[src/rtl/i2c_sad_pkg.sv]
package i2c_sad_pkg;
  localparam int REG_W = 8;

  localparam logic [1:0] REG_CTRL = 2'd0;
  localparam logic [1:0] REG_STAT = 2'd1;
  localparam logic [1:0] REG_OWN  = 2'd2;
  localparam logic [1:0] REG_DATA = 2'd3;

  // field order follows control register bits 7..0
  typedef struct packed {
    logic [1:0] lvl;
    logic       dien;
    logic       apien;
    logic       en;
    logic       pien;
    logic       promisc;
    logic       smart;
  } ctrl_t;

  typedef enum logic [2:0] {
    ST_IDLE, ST_ADDR, ST_ACK_A, ST_HOLD_A, ST_DATA, ST_ACK_D, ST_HOLD_D
  } state_e;
endpackage

[src/rtl/i2c_sad_sync.sv]
module i2c_sad_sync #(
  parameter int STAGES  = 2,
  parameter bit RST_VAL = 1'b1
) (
  input  logic clk_i,
  input  logic rst_ni,
  input  logic d_i,
  output logic q_o
);
  logic [STAGES-1:0] pipe;

  always_ff @(posedge clk_i or negedge rst_ni) begin
    if (!rst_ni) pipe <= {STAGES{RST_VAL}};
    else         pipe <= {pipe[STAGES-2:0], d_i};
  end

  assign q_o = pipe[STAGES-1];
endmodule

[src/rtl/i2c_sad_cond.sv]
module i2c_sad_cond (
  input  logic clk_i,
  input  logic rst_ni,
  input  logic scl_s_i,
  input  logic sda_s_i,
  output logic start_o,
  output logic stop_o,
  output logic rise_o,
  output logic fall_o
);
  logic scl_d, sda_d;

  always_ff @(posedge clk_i or negedge rst_ni) begin
    if (!rst_ni) begin
      scl_d <= 1'b1;
      sda_d <= 1'b1;
    end else begin
      scl_d <= scl_s_i;
      sda_d <= sda_s_i;
    end
  end

  assign start_o = scl_s_i & scl_d & sda_d & ~sda_s_i;
  assign stop_o  = scl_s_i & scl_d & ~sda_d & sda_s_i;
  assign rise_o  = scl_s_i & ~scl_d;
  assign fall_o  = ~scl_s_i & scl_d;
endmodule

[src/rtl/i2c_sad_fsm.sv]
module i2c_sad_fsm
  import i2c_sad_pkg::*;
#(
  parameter int ADDR_BITS = 7,
  localparam int FRAME    = ADDR_BITS + 1,
  localparam int CNT_W    = $clog2(FRAME + 1)
) (
  input  logic                 clk_i,
  input  logic                 rst_ni,
  input  logic                 en_i,
  input  logic                 promisc_i,
  input  logic [ADDR_BITS-1:0] own_i,
  input  logic                 start_i,
  input  logic                 stop_i,
  input  logic                 rise_i,
  input  logic                 fall_i,
  input  logic                 sda_i,
  input  logic                 apf_i,
  input  logic                 df_i,
  output logic                 set_ap_o,
  output logic                 set_d_o,
  output logic                 dir_we_o,
  output logic                 dir_o,
  output logic [FRAME-1:0]     rx_o,
  output logic                 sda_oe_o,
  output logic                 scl_oe_o
);
  state_e          state;
  logic [CNT_W-1:0] cnt;
  logic [FRAME-1:0] shreg;
  logic             dir_q;
  logic             full, hit;

  assign full = (cnt == CNT_W'(FRAME));
  assign hit  = promisc_i || (shreg[FRAME-1:1] == own_i);

  always_ff @(posedge clk_i or negedge rst_ni) begin
    if (!rst_ni) begin
      state <= ST_IDLE;
      cnt   <= '0;
      shreg <= '0;
      dir_q <= 1'b0;
    end else if (!en_i) begin
      state <= ST_IDLE;
    end else if (start_i) begin
      state <= ST_ADDR;
      cnt   <= '0;
    end else if (stop_i) begin
      state <= ST_IDLE;
    end else begin
      unique case (state)
        ST_ADDR, ST_DATA: begin
          if (rise_i && !full) begin
            shreg <= {shreg[FRAME-2:0], sda_i};
            cnt   <= cnt + 1'b1;
          end else if (fall_i && full) begin
            if (state == ST_DATA) state <= ST_ACK_D;
            else if (hit) begin
              state <= ST_ACK_A;
              dir_q <= shreg[0];
            end else state <= ST_IDLE;
          end
        end
        ST_ACK_A: if (fall_i) state <= ST_HOLD_A;
        ST_ACK_D: if (fall_i) state <= ST_HOLD_D;
        ST_HOLD_A: if (!apf_i) begin
          state <= dir_q ? ST_IDLE : ST_DATA;
          cnt   <= '0;
        end
        ST_HOLD_D: if (!df_i) begin
          state <= ST_DATA;
          cnt   <= '0;
        end
        default: state <= ST_IDLE;
      endcase
    end
  end

  // flag pulses on the ACK clock falling edge
  assign set_ap_o = en_i && !start_i && !stop_i && state == ST_ACK_A && fall_i;
  assign set_d_o  = en_i && !start_i && !stop_i && state == ST_ACK_D && fall_i;
  assign dir_we_o = set_ap_o;
  assign dir_o    = dir_q;
  assign rx_o     = shreg;

  assign sda_oe_o = en_i && (state == ST_ACK_A || state == ST_ACK_D);
  assign scl_oe_o = en_i && ((state == ST_HOLD_A && apf_i) ||
                             (state == ST_HOLD_D && df_i));
endmodule

[src/rtl/i2c_sad_regs.sv]
module i2c_sad_regs
  import i2c_sad_pkg::*;
#(
  parameter int ADDR_BITS = 7,
  localparam int FRAME    = ADDR_BITS + 1
) (
  input  logic                 clk_i,
  input  logic                 rst_ni,
  input  logic                 we_i,
  input  logic                 re_i,
  input  logic [1:0]           addr_i,
  input  logic [REG_W-1:0]     wdata_i,
  output logic [REG_W-1:0]     rdata_o,
  input  logic                 set_ap_i,
  input  logic                 set_d_i,
  input  logic                 stop_i,
  input  logic                 dir_we_i,
  input  logic                 dir_i,
  input  logic [FRAME-1:0]     rx_i,
  output ctrl_t                ctrl_o,
  output logic [ADDR_BITS-1:0] own_o,
  output logic                 apf_o,
  output logic                 df_o,
  output logic                 irq_o,
  output logic [1:0]           irq_lvl_o
);
  ctrl_t                ctrl_q;
  logic [ADDR_BITS-1:0] own_q;
  logic                 apf_q, df_q, dir_q;
  logic [FRAME-1:0]     data_q;
  logic                 set_ap, clr_ap, clr_d;

  assign set_ap = set_ap_i || (stop_i && ctrl_q.en && ctrl_q.pien);
  assign clr_ap = we_i && addr_i == REG_STAT && wdata_i[0];
  assign clr_d  = (we_i && addr_i == REG_STAT && wdata_i[1]) ||
                  (re_i && addr_i == REG_DATA && ctrl_q.smart);

  always_ff @(posedge clk_i or negedge rst_ni) begin
    if (!rst_ni) begin
      ctrl_q <= '0;
      own_q  <= '0;
      apf_q  <= 1'b0;
      df_q   <= 1'b0;
      dir_q  <= 1'b0;
      data_q <= '0;
    end else begin
      if (we_i && addr_i == REG_CTRL) ctrl_q <= ctrl_t'(wdata_i);
      if (we_i && addr_i == REG_OWN)  own_q  <= wdata_i[ADDR_BITS-1:0];
      // set wins over a clear in the same cycle
      if (set_ap)      apf_q <= 1'b1;
      else if (clr_ap) apf_q <= 1'b0;
      if (set_d_i)     df_q  <= 1'b1;
      else if (clr_d)  df_q  <= 1'b0;
      if (dir_we_i)    dir_q <= dir_i;
      if (set_d_i)     data_q <= rx_i;
    end
  end

  always_comb begin
    unique case (addr_i)
      REG_CTRL: rdata_o = ctrl_q;
      REG_STAT: rdata_o = {5'b0, dir_q, df_q, apf_q};
      REG_OWN:  rdata_o = REG_W'(own_q);
      default:  rdata_o = REG_W'(data_q);
    endcase
  end

  assign irq_o     = (ctrl_q.lvl != 2'b00) &&
                     ((ctrl_q.dien && df_q) || (ctrl_q.apien && apf_q));
  assign irq_lvl_o = irq_o ? ctrl_q.lvl : 2'b00;
  assign ctrl_o    = ctrl_q;
  assign own_o     = own_q;
  assign apf_o     = apf_q;
  assign df_o      = df_q;
endmodule

[src/rtl/i2c_slv_addr_det.sv]
module i2c_slv_addr_det
  import i2c_sad_pkg::*;
#(
  parameter int ADDR_BITS   = 7,
  parameter int SYNC_STAGES = 2,
  localparam int FRAME      = ADDR_BITS + 1
) (
  input  logic             clk_i,
  input  logic             rst_ni,
  input  logic             scl_i,
  input  logic             sda_i,
  output logic             scl_oe_o,
  output logic             sda_oe_o,
  input  logic             reg_we_i,
  input  logic             reg_re_i,
  input  logic [1:0]       reg_addr_i,
  input  logic [REG_W-1:0] reg_wdata_i,
  output logic [REG_W-1:0] reg_rdata_o,
  output logic             irq_o,
  output logic [1:0]       irq_lvl_o
);
  logic                 scl_s, sda_s;
  logic                 start_w, stop_w, rise_w, fall_w;
  logic                 set_ap_w, set_d_w, dir_we_w, dir_w;
  logic [FRAME-1:0]     rx_w;
  ctrl_t                ctrl_w;
  logic [ADDR_BITS-1:0] own_w;
  logic                 apf_w, df_w;

  i2c_sad_sync #(.STAGES(SYNC_STAGES), .RST_VAL(1'b1)) u_sync_scl (
    .clk_i, .rst_ni, .d_i(scl_i), .q_o(scl_s));
  i2c_sad_sync #(.STAGES(SYNC_STAGES), .RST_VAL(1'b1)) u_sync_sda (
    .clk_i, .rst_ni, .d_i(sda_i), .q_o(sda_s));

  i2c_sad_cond u_cond (
    .clk_i, .rst_ni, .scl_s_i(scl_s), .sda_s_i(sda_s),
    .start_o(start_w), .stop_o(stop_w), .rise_o(rise_w), .fall_o(fall_w));

  i2c_sad_fsm #(.ADDR_BITS(ADDR_BITS)) u_fsm (
    .clk_i, .rst_ni,
    .en_i(ctrl_w.en), .promisc_i(ctrl_w.promisc), .own_i(own_w),
    .start_i(start_w), .stop_i(stop_w), .rise_i(rise_w), .fall_i(fall_w),
    .sda_i(sda_s), .apf_i(apf_w), .df_i(df_w),
    .set_ap_o(set_ap_w), .set_d_o(set_d_w), .dir_we_o(dir_we_w), .dir_o(dir_w),
    .rx_o(rx_w), .sda_oe_o(sda_oe_o), .scl_oe_o(scl_oe_o));

  i2c_sad_regs #(.ADDR_BITS(ADDR_BITS)) u_regs (
    .clk_i, .rst_ni,
    .we_i(reg_we_i), .re_i(reg_re_i), .addr_i(reg_addr_i),
    .wdata_i(reg_wdata_i), .rdata_o(reg_rdata_o),
    .set_ap_i(set_ap_w), .set_d_i(set_d_w), .stop_i(stop_w),
    .dir_we_i(dir_we_w), .dir_i(dir_w), .rx_i(rx_w),
    .ctrl_o(ctrl_w), .own_o(own_w), .apf_o(apf_w), .df_o(df_w),
    .irq_o(irq_o), .irq_lvl_o(irq_lvl_o));
endmodule

[config.mk]
export PLATFORM = sky130hd
export DESIGN_NAME = i2c_slv_addr_det
export DESIGN_NICKNAME = d
export VERILOG_FILES = /design/src/rtl/i2c_sad_pkg.sv /design/src/rtl/i2c_sad_sync.sv /design/src/rtl/i2c_sad_cond.sv /design/src/rtl/i2c_sad_fsm.sv /design/src/rtl/i2c_sad_regs.sv /design/src/rtl/i2c_slv_addr_det.sv
export SDC_FILE = /design/constraint.sdc
export NUM_CORES = 1
export LEC_CHECK = 0
export CAP_MARGIN = 20
export CORE_MARGIN = 1.5
export CORE_UTILIZATION = 40
export DETAILED_ROUTE_END_ITERATION = 6
export DONT_BUFFER_PORTS = 1
export GPL_TIMING_DRIVEN = 0
export PLACE_DENSITY_LB_ADDON = 0.08
export SETUP_SLACK_MARGIN = 0.1
export SLEW_MARGIN = 20
export SYNTH_ARGS = -nofsm -noshare
export SYNTH_HDL_FRONTEND = slang
export SYNTH_SLANG_ARGS = --single-unit
[constraint.sdc]
create_clock -name clk_i -period 1.9 [get_ports clk_i]
set_input_delay 0.38 -clock clk_i [delete_from_list [all_inputs] [get_ports clk_i]]
set_output_delay 0.38 -clock clk_i [all_outputs]
set_load 0.005 [all_outputs]
==> results, run 1 <==
- The flow ran to the end, and the final reports show no timing, DRC or antenna violations.
- The iteration-0 DRC count of the detailed router is 92.
- The share of synthesized flip-flops with an asynchronous set or reset is 100%.
- The final routed wirelength across all metal layers is 5.36 mm.
- The total area inside the core boundary comes to 5920 µm².
- The clock transition at the registers of the reported paths is 0.09 ns.
- The worst setup path is of the reg -> reg kind.
- The worst max-slew margin expressed relative to the limit is 46.8%.
- The sequential cell area is 1210 µm².
- The die boundary width is 81.2 µm.
- The clock buffer count from CTS is 5.
- The cell area that synthesis handed to floorplanning was 2450 µm².
- Synthesis inferred 48 register bits.
- The count of vias placed by the detailed router is 1656.
- For this configuration, the core starts out at a cell density of 41.3%.
- The number of antenna violations at the first check in global routing is 0.
- The internal power is 2.03 mW.
- The synthesized netlist net count is 216.
- Along the worst path, the maximum fanout reaches 4.
- In the synthesized netlist the dominant register cell turns out to be sky130_fd_sc_hd__dfrtp_1.
- The number of setup violations in the final report is 0.
- The average detailed-routed wire length per instance is 18.6 µm.
- The global routing stage identified its most utilized layer as met2.
- The overall track demand over capacity in global routing is 17.5%.
- The met2 usage is 31.2%.
- Detailed placement finished with a half-perimeter wire length of 3.79 mm.
- Before antenna repair, the detailed router went through 4 iterations.
- The required time of the worst setup path is 2.09 ns.
- The root cell of the clock tree is sky130_fd_sc_hd__clkbuf_8.
- The first-pass GRT wire length is 8.47 mm.
- The clock tree from TritonCTS is yes.
- The count of distinct cell types in the synthesized netlist is 50.
- The library cell used most frequently in the layout, excluding fill and tap cells, is sky130_fd_sc_hd__dfrtp_1.
- Net switching is 24.6% of the power.
- The transition time at the pin with the least slew margin is 0.795 ns.
- The number of enable-type register cells in the synthesized netlist is 0.
- Counting the fill cells in the layout gives 548.
- The hold violation total from the final report is 0.
- Once detail routing completed, the nets flagged for antenna violations numbered 0.
- The global-route met1 utilization is 19.6%.
- The TritonCTS sink count is 48.
- Derived from the worst setup path, the maximum achievable clock frequency is 563 MHz.
- Subtracting the final worst setup slack from the clock period gives 1.77 ns.
- Summed over all layers, the global routing overflow is 0.
- Sequential elements use 49.4% of the synthesized area.
- The final critical-path share of the clock period is 93.4%.
- The die outline height is 81.2 µm.
- Setup repair after global routing could not meet its margin everywhere.
- The kind of end point of the critical path is a flop.
- At the worst endpoint, the arrival time is 1.96 ns.
- The row count is 28.
- In this run the tool buffered the top-level ports with 0 buffer cells.
- The synthesized area per cell is 12.4 µm².
- The number of warning messages in the yosys log is 0.
- In the routed design, unresolved DRC markers number 0.
- The clock network fraction of total power is 36.9%.
- In this run the power density over the cells is 954 nW/µm².
- The largest vdd supply drop is 0.000442 V.
- In the final timing run, aggregate negative setup slack is 0 ns.
- The portion of total power attributed to sequential cells is 46.7%.
- In the layout the commonest cells are 40 x sky130_fd_sc_hd__dfrtp_1, 23 x sky130_fd_sc_hd__mux2_2, 14 x sky130_fd_sc_hd__nand2_1.
- The global placer's final weighted congestion is 0.903.
- The net switching power figure is 0.665 mW.
- The maximum level of the CTS H-tree is 2.
- The met3 usage in global routing is 4.83%.
- The insertion delay to the later sink of the worst-skew pair is 0.30 ns.
- The area of the die is 6590 µm².
- The number of nets at the end of the flow is 230.
- The clock skew is 0.00633 ns.
- Entering global routing, the biggest net connects 49 pins.
- The clock tree buffer depth is 2.
- The power share of the combinational group is 16.4%.
- Dividing the detail-routed via count by the number of cells gives 5.75.
- The max-cap violation count is 0.
- The layout overhead on the synthesized area is 15.5%.
- Overall power consumption after layout is estimated at 2.70 mW.
- The cell leakage power is 1.29 nW.
- The number of antenna diodes in the final layout is 0.
- Of the cells placed in the final design, the portion with a size suffix greater than 1 is 36.6%.
- The synthesized netlist cell count is 198.
- The number of global-route vias before repair is 1699.
- The I/O pin total is 29.
- The area occupied by multi-input gates is 1200 µm².
- The min-delay analysis places its worst path in the category in -> reg.
- The max-slew violation count is 0.
- The startpoint kind of the worst setup timing path is a flop.
[metrics by stage]
step           worst slack (ns)  instance area, µm²  instances  hold slack, ns  util [%]
2_1_floorplan             0.350                2450        198          0.0844         -
3_3_place_gp              0.182                2540        273          0.0855      42.9
3_5_place_dp              0.129                2540        273          0.0855      42.9
4_1_cts                  0.0831                2760        284          0.0620      46.6
5_1_grt                  0.0713                2830        288          0.0467      47.7
6_report                  0.125                2830        288          0.0666      47.7
[registers in the layout, summed over array words and instances (netlist names)]
register / cells
u_regs.apf_o: 1
u_regs.dir_q: 1
u_cond.scl_d: 1
u_regs.data_q: 8
u_regs.own_o: 7
u_sync_sda.pipe: 2
u_fsm.rx_o: 8
u_cond.sda_d: 1
u_fsm.state: 3
u_sync_scl.pipe: 2
u_fsm.cnt: 4
u_regs.ctrl_o: 8
u_regs.df_o: 1
u_fsm.dir_o: 1
[worst paths after layout]
path | start | end | slack [ns] | cells past startpoint
min reg2reg | u_sync_scl.pipe[0]$_DFF_PN1_ | u_sync_scl.pipe[1]$_DFF_PN1_ | 0.36 | 0
max | u_fsm.cnt[0]$_DFFE_PN0P_ | u_fsm.cnt[2]$_DFFE_PN0P_ | 0.13 | 7
max reg2reg | u_fsm.cnt[0]$_DFFE_PN0P_ | u_fsm.cnt[2]$_DFFE_PN0P_ | 0.13 | 7
max in group asynchronous | rst_ni | u_sync_sda.pipe[0]$_DFF_PN1_ | 1.03 | 2
min | scl_i | u_sync_scl.pipe[0]$_DFF_PN1_ | 0.07 | 0
min in group asynchronous | rst_ni | u_regs.data_q[7]$_DFFE_PN0P_ | 0.60 | 2
[cells by family after synthesis]
logic type,count (synthesis),share of synthesized area [%]
fa+ha+maj,2,1.02
compound gates,32,8.54
buf+inv,14,2.97
simple gates,51,13.1
flops,48,49.4
mux,41,21.4
xor+xnor,10,3.58
[power by group through the flow]
stage	registers [mW]	logic [mW]	clock network, mW
global placement	1.27	0.365	0
CTS	1.26	0.418	1.02
detailed placement	1.28	0.375	0
finish	1.26	0.442	0.995
global route	1.28	0.483	1.07
floorplan	1.23	0.318	0
[per-layer routing]
| layer | up-vias | wire length [µm] |
|---|---|---|
| met5 | - | 0 |
| met4 | 0 | 142 |
| met3 | 11 | 313 |
| met2 | 55 | 2770 |
| met1 | 846 | 2140 |
| li1 | 744 | - |
[worst max-delay path, stage by stage (launching register included)]
cell,delay [ns]
sky130_fd_sc_hd__dfrtp_1,0.40
sky130_fd_sc_hd__inv_1,0.06
sky130_fd_sc_hd__ha_1,0.23
sky130_fd_sc_hd__nand3b_4,0.11
sky130_fd_sc_hd__a31oi_2,0.11
sky130_fd_sc_hd__o22ai_1,0.23
sky130_fd_sc_hd__a32oi_2,0.19
sky130_fd_sc_hd__a211o_1,0.33
[cell usage after synthesis, types with 3 or more instances]
| cell type | instances | area share [%] |
|---|---|---|
| sky130_fd_sc_hd__o21ai_0 | 10 | 2.0 |
| sky130_fd_sc_hd__mux2_2 | 23 | 11 |
| sky130_fd_sc_hd__mux2_4 | 9 | 5.5 |
| sky130_fd_sc_hd__xnor2_1 | 5 | 1.8 |
| sky130_fd_sc_hd__nand3_1 | 6 | 1.2 |
| sky130_fd_sc_hd__xor2_1 | 5 | 1.8 |
| sky130_fd_sc_hd__nor2b_1 | 5 | 1.3 |
| sky130_fd_sc_hd__dfstp_2 | 6 | 6.4 |
| sky130_fd_sc_hd__dfrtp_1 | 42 | 43 |
| sky130_fd_sc_hd__inv_1 | 6 | 0.92 |
| sky130_fd_sc_hd__mux4_2 | 3 | 2.8 |
| sky130_fd_sc_hd__mux2i_1 | 5 | 2.0 |
| sky130_fd_sc_hd__nor2_1 | 5 | 0.77 |
| sky130_fd_sc_hd__buf_2 | 4 | 0.82 |
| sky130_fd_sc_hd__a22o_1 | 3 | 1.1 |
| sky130_fd_sc_hd__nand2_1 | 14 | 2.1 |
| sky130_fd_sc_hd__a21oi_1 | 7 | 1.4 |
[what timing repair did]
action,in CTS,in global routing
setup buffers,1,4
resized for setup,6,8
pin swaps,0,2
hold buffers,2,0
endpoints found under the setup margin,2,7
hold endpoints to repair,48,0
[cell type report]
type,instances,area share (%)
sequential,48,42.9
timing repair buffer,7,2.66
tap,75,3.32
clock inverter,3,3.19
multi-input combinational,136,42.6
buffer,8,2.12
clock buffer,5,2.43
inverter,6,0.797
Note: power is estimated with default switching activity, not from simulation.
==> run 2, diff against run 1 <==
- SYNTH_HIERARCHICAL: unset -> 1
==> results, run 2 <==
- The worst-case IR drop observed on VDD is 0.000357 V.
- The maximum fanout count along the critical path is 5.
- The hold violation total from the final report was 0.
- The largest net degree at the start of global routing is 49.
- The maximum clock frequency is 487 MHz.
- At the end of routability-driven placement, the weighted congestion stood at 0.864.
- Setup repair after global routing could not meet its margin everywhere.
- The cell leakage power is 1.29 nW.
- Subtracting the final worst setup slack from the clock period gives 2.05 ns.
- The number of cells in the design after placement is 277.
- The clock passes through at most 2 buffers.
- The run finished, with violations left.
- The power per unit of standard cell area is 790 nW/µm².
- The worst setup path is captured at a flop.
- The arrival time at the worst endpoint is 2.24 ns.
- The sequential cell area is 1210 µm².
- The layout overhead on the synthesized area is 19.8%.
- The clock net in this run drives a total of 48 sinks.
- In the synthesized netlist the async set-or-reset flop fraction comes to 100%.
- Prior to clock tree synthesis, the placed netlist has a worst setup slack of -0.254 ns.
- The starting utilization of the core area is 41.6%.
- The later pin in the worst-skew pair is clocked with a latency of 0.30 ns.
- For this run, the leading register cell type out of synthesis is sky130_fd_sc_hd__dfrtp_1.
- The I/O pin total is 29.
- The detailed router finished its first iteration with 64 violations.
- The floorplan step defined a core boundary enclosing 5920 µm².
- The synthesized netlist cell count is 202.
- The post-synthesis adder-cell area fraction is 1.02%.
- After synthesis the cells add up to 2460 µm².
- The count of distinct cell types in the synthesized netlist is 45.
- After filler insertion, the fill cell instance count of the layout stands at 528.
- Summing the areas of all compound-gate instances in the mapped netlist gives 7.26% of the synthesized area.
- The root cell of the clock tree is sky130_fd_sc_hd__clkbuf_8.
- For this run, the post-layout net count is 241.
- The final critical-path share of the clock period is 108%.
- The antenna diode count is 0.
- The die outline height is 81.5 µm.
- The required time of the worst setup path is 2.09 ns.
- Yosys mapped a number of flops with a built-in enable equal to 0.
- The detailed-router iteration count before antenna repair is 4.
- The final cell count without fillers is 299.
- In the layout the commonest cells are 42 x sky130_fd_sc_hd__dfrtp_1, 21 x sky130_fd_sc_hd__mux2_2, 12 x sky130_fd_sc_hd__buf_4, 12 x sky130_fd_sc_hd__mux2_4.
- The final routed wirelength across all metal layers is 5.74 mm.
- In the final layout, the multi-input gates occupy 1320 µm².
- The ratio of cells with drive above 1 in the final layout is 42.0%.
- The number of buffers and inverters on the critical path is 1.
- Global routing consumed, over all layers together, 18.3% of the routing resources.
- On the critical path, the stage with the largest delay is an instance of sky130_fd_sc_hd__dfstp_2.
- Ranked by instance count, the synthesized netlist is headed by 42 x sky130_fd_sc_hd__dfrtp_1, 32 x sky130_fd_sc_hd__mux2_2, 11 x sky130_fd_sc_hd__nor2_1.
- The floorplan step defined a die boundary enclosing 6640 µm².
- The half-perimeter wire length after detailed placement is 3.73 mm.
- The die boundary width is 81.5 µm.
- The library cell with the largest summed area after synthesis is sky130_fd_sc_hd__dfrtp_1.
- The count of nets left with antenna violations once routing finished came out at 0.
- The peak per-stage delay on the critical path is 0.54 ns.
- The final reports fail on setup timing.
- The number of setup violations in the final report is 11.
- The post-detailed-route DRC marker count is 0.
- The synthesized area per cell is 12.2 µm².
- Summing the areas of all xor and xnor instances in the mapped netlist gives 3.15% of the synthesized area.
- The number of port buffers is 0.
- The worst max-slew margin expressed relative to the limit is 64.9%.
- In the post-synthesis netlist, the cell with the most instances is sky130_fd_sc_hd__dfrtp_1.
- The final global-route overflow total is 0.
- The clock transition at the registers of the reported paths is 0.08 ns.
- The number of flip-flops and latches in the synthesized netlist is 48.
- Of the post-synthesis cell area, the part taken by muxes is 20.3%.
- The first-pass GRT wire length is 8.93 mm.
- Yosys printed 6 warnings.
- The clock tree from TritonCTS is yes.
- For this block, the via count after detailed routing is 1719.
- The type of the worst setup path is reg -> reg.
- The largest family of logic cells by synthesized area is multiplexers.
- After synthesis, flip-flops and latches occupy 49.1% of the total area.
- The leading cell type in the layout, fill and taps excluded is sky130_fd_sc_hd__dfrtp_1.
- The row count is 28.
- Max-cap violations in this run came to 0.
- When the netlist entered floorplanning its net count stood at 220.
- The clock buffer count from CTS is 5.
- The number of antenna violations at the first check in global routing is 0.
- The path class of the tightest hold or removal check is in -> reg.
- The startpoint kind of the worst setup timing path is a flop.
- After Yosys synthesis, and, or, nand and nor cells account for 15.5% of the synthesized area.
- The max-slew violation count is 0.
- The synthesized design devotes to its leading area cell type 42.7% of total area.
- Once routing completed, OpenROAD measured the worst setup slack at -0.153 ns.
- By area the synthesized netlist is led by sky130_fd_sc_hd__dfrtp_1 43%, sky130_fd_sc_hd__mux2_2 15%, sky130_fd_sc_hd__dfstp_2 6.4%.
- The average detailed-routed wire length per instance is 19.2 µm.
- The cell family with the largest share of critical-path delay is simple AND/OR/NAND/NOR gates.
- Traced cell by cell, the critical path runs through and4b_2 -> nor4b_4 -> nand3_2 -> nor2_4 -> buf_8 -> mux2_4.
- The total chip power is 2.33 mW.
- The maximum level of the CTS H-tree is 2.
- The clock skew is 0.0106 ns.
- For the pin with the worst max-slew slack, the measured transition is 0.527 ns.
- The number of global-route vias before repair came to 1716.
- The average via count per standard cell is 5.75.
## run 2: cell count changes after synthesis, moves of 4 or more
cell                       before  now
sky130_fd_sc_hd__nand2b_1       1    6
sky130_fd_sc_hd__xnor2_1        5    0
sky130_fd_sc_hd__nor2_1         5   11
sky130_fd_sc_hd__nand2_1       14    7
sky130_fd_sc_hd__a21oi_1        7    3
sky130_fd_sc_hd__mux2_2        23   32
sky130_fd_sc_hd__mux2_4         9    0
sky130_fd_sc_hd__nand3_1        6   10
## run 2: layout make-up
class	count	area share, %
Inverter	8	1.02
Tap cell	75	3.18
Timing Repair Buffer	13	4.45
Sequential cell	48	40.9
Buffer	9	2.50
Clock buffer	6	2.80
Multi-Input combinational cell	138	44.8
Clock inverter	2	0.339
## run 2: layer usage
metal	GRT usage (%)	wire, µm	part of all wire (%)
met1	25.5	2690	47
met2	27.0	2630	46
met3	6.00	311	5.4
met4	5.86	101	1.8
met5	0	0	0
## run 2: what timing repair did
action,CTS,global route
setup buffers,5,6
endpoints found under the hold margin,48,0
pin swaps,4,5
resized for setup,22,15
hold buffers,2,0
setup endpoints to repair,22,25
cloned,2,0
## run 2: logic make-up (layout without fill, tap and decap cells)
group | count (synthesis) | count (layout)
buffers and inverters | 17 | 38
AOI/OAI and AO/OA | 27 | 27
muxes | 42 | 42
and+or+nand+nor | 58 | 59
xor gates and xnor gates | 8 | 8
DFF | 48 | 48
adders and majority gates | 2 | 2
## run 2: final timing paths
path | startpoint | to | slack, ns | cells after the start
worst max register to register | u_sync_sda/pipe[1]$_DFF_PN1_ | u_regs/data_q[4]$_DFFE_PN0P_ | -0.15 | 6
worst min register to register | u_sync_scl/pipe[0]$_DFF_PN1_ | u_sync_scl/pipe[1]$_DFF_PN1_ | 0.36 | 0
worst max-delay path | u_sync_sda/pipe[1]$_DFF_PN1_ | u_regs/data_q[4]$_DFFE_PN0P_ | -0.15 | 6
max in group asynchronous | rst_ni | u_cond/sda_d$_DFF_PN1_ | 1.04 | 2
min in group asynchronous | rst_ni | u_fsm/state[2]$_DFFE_PN0P_ | 0.57 | 2
worst min-delay path | scl_i | u_sync_scl/pipe[0]$_DFF_PN1_ | 0.07 | 0
## run 2: power by group
group          internal, mW  switching [mW]
clock                 0.291           0.338
combinational         0.228           0.238
sequential             1.13           0.109
total                  1.65           0.685
## run 2: stage by stage
step,area (µm²),util (%),hold slack [ns],TNS (ns)
floorplan,2480,-,0.0844,-0.692
global placement,2580,43.5,0.0857,-1.95
detailed placement,2580,43.5,0.0856,-2.34
CTS,2860,48.3,0.0630,-1.05
global route,2950,49.9,0.0461,-1.65
finish,2950,49.9,0.0742,-1.27
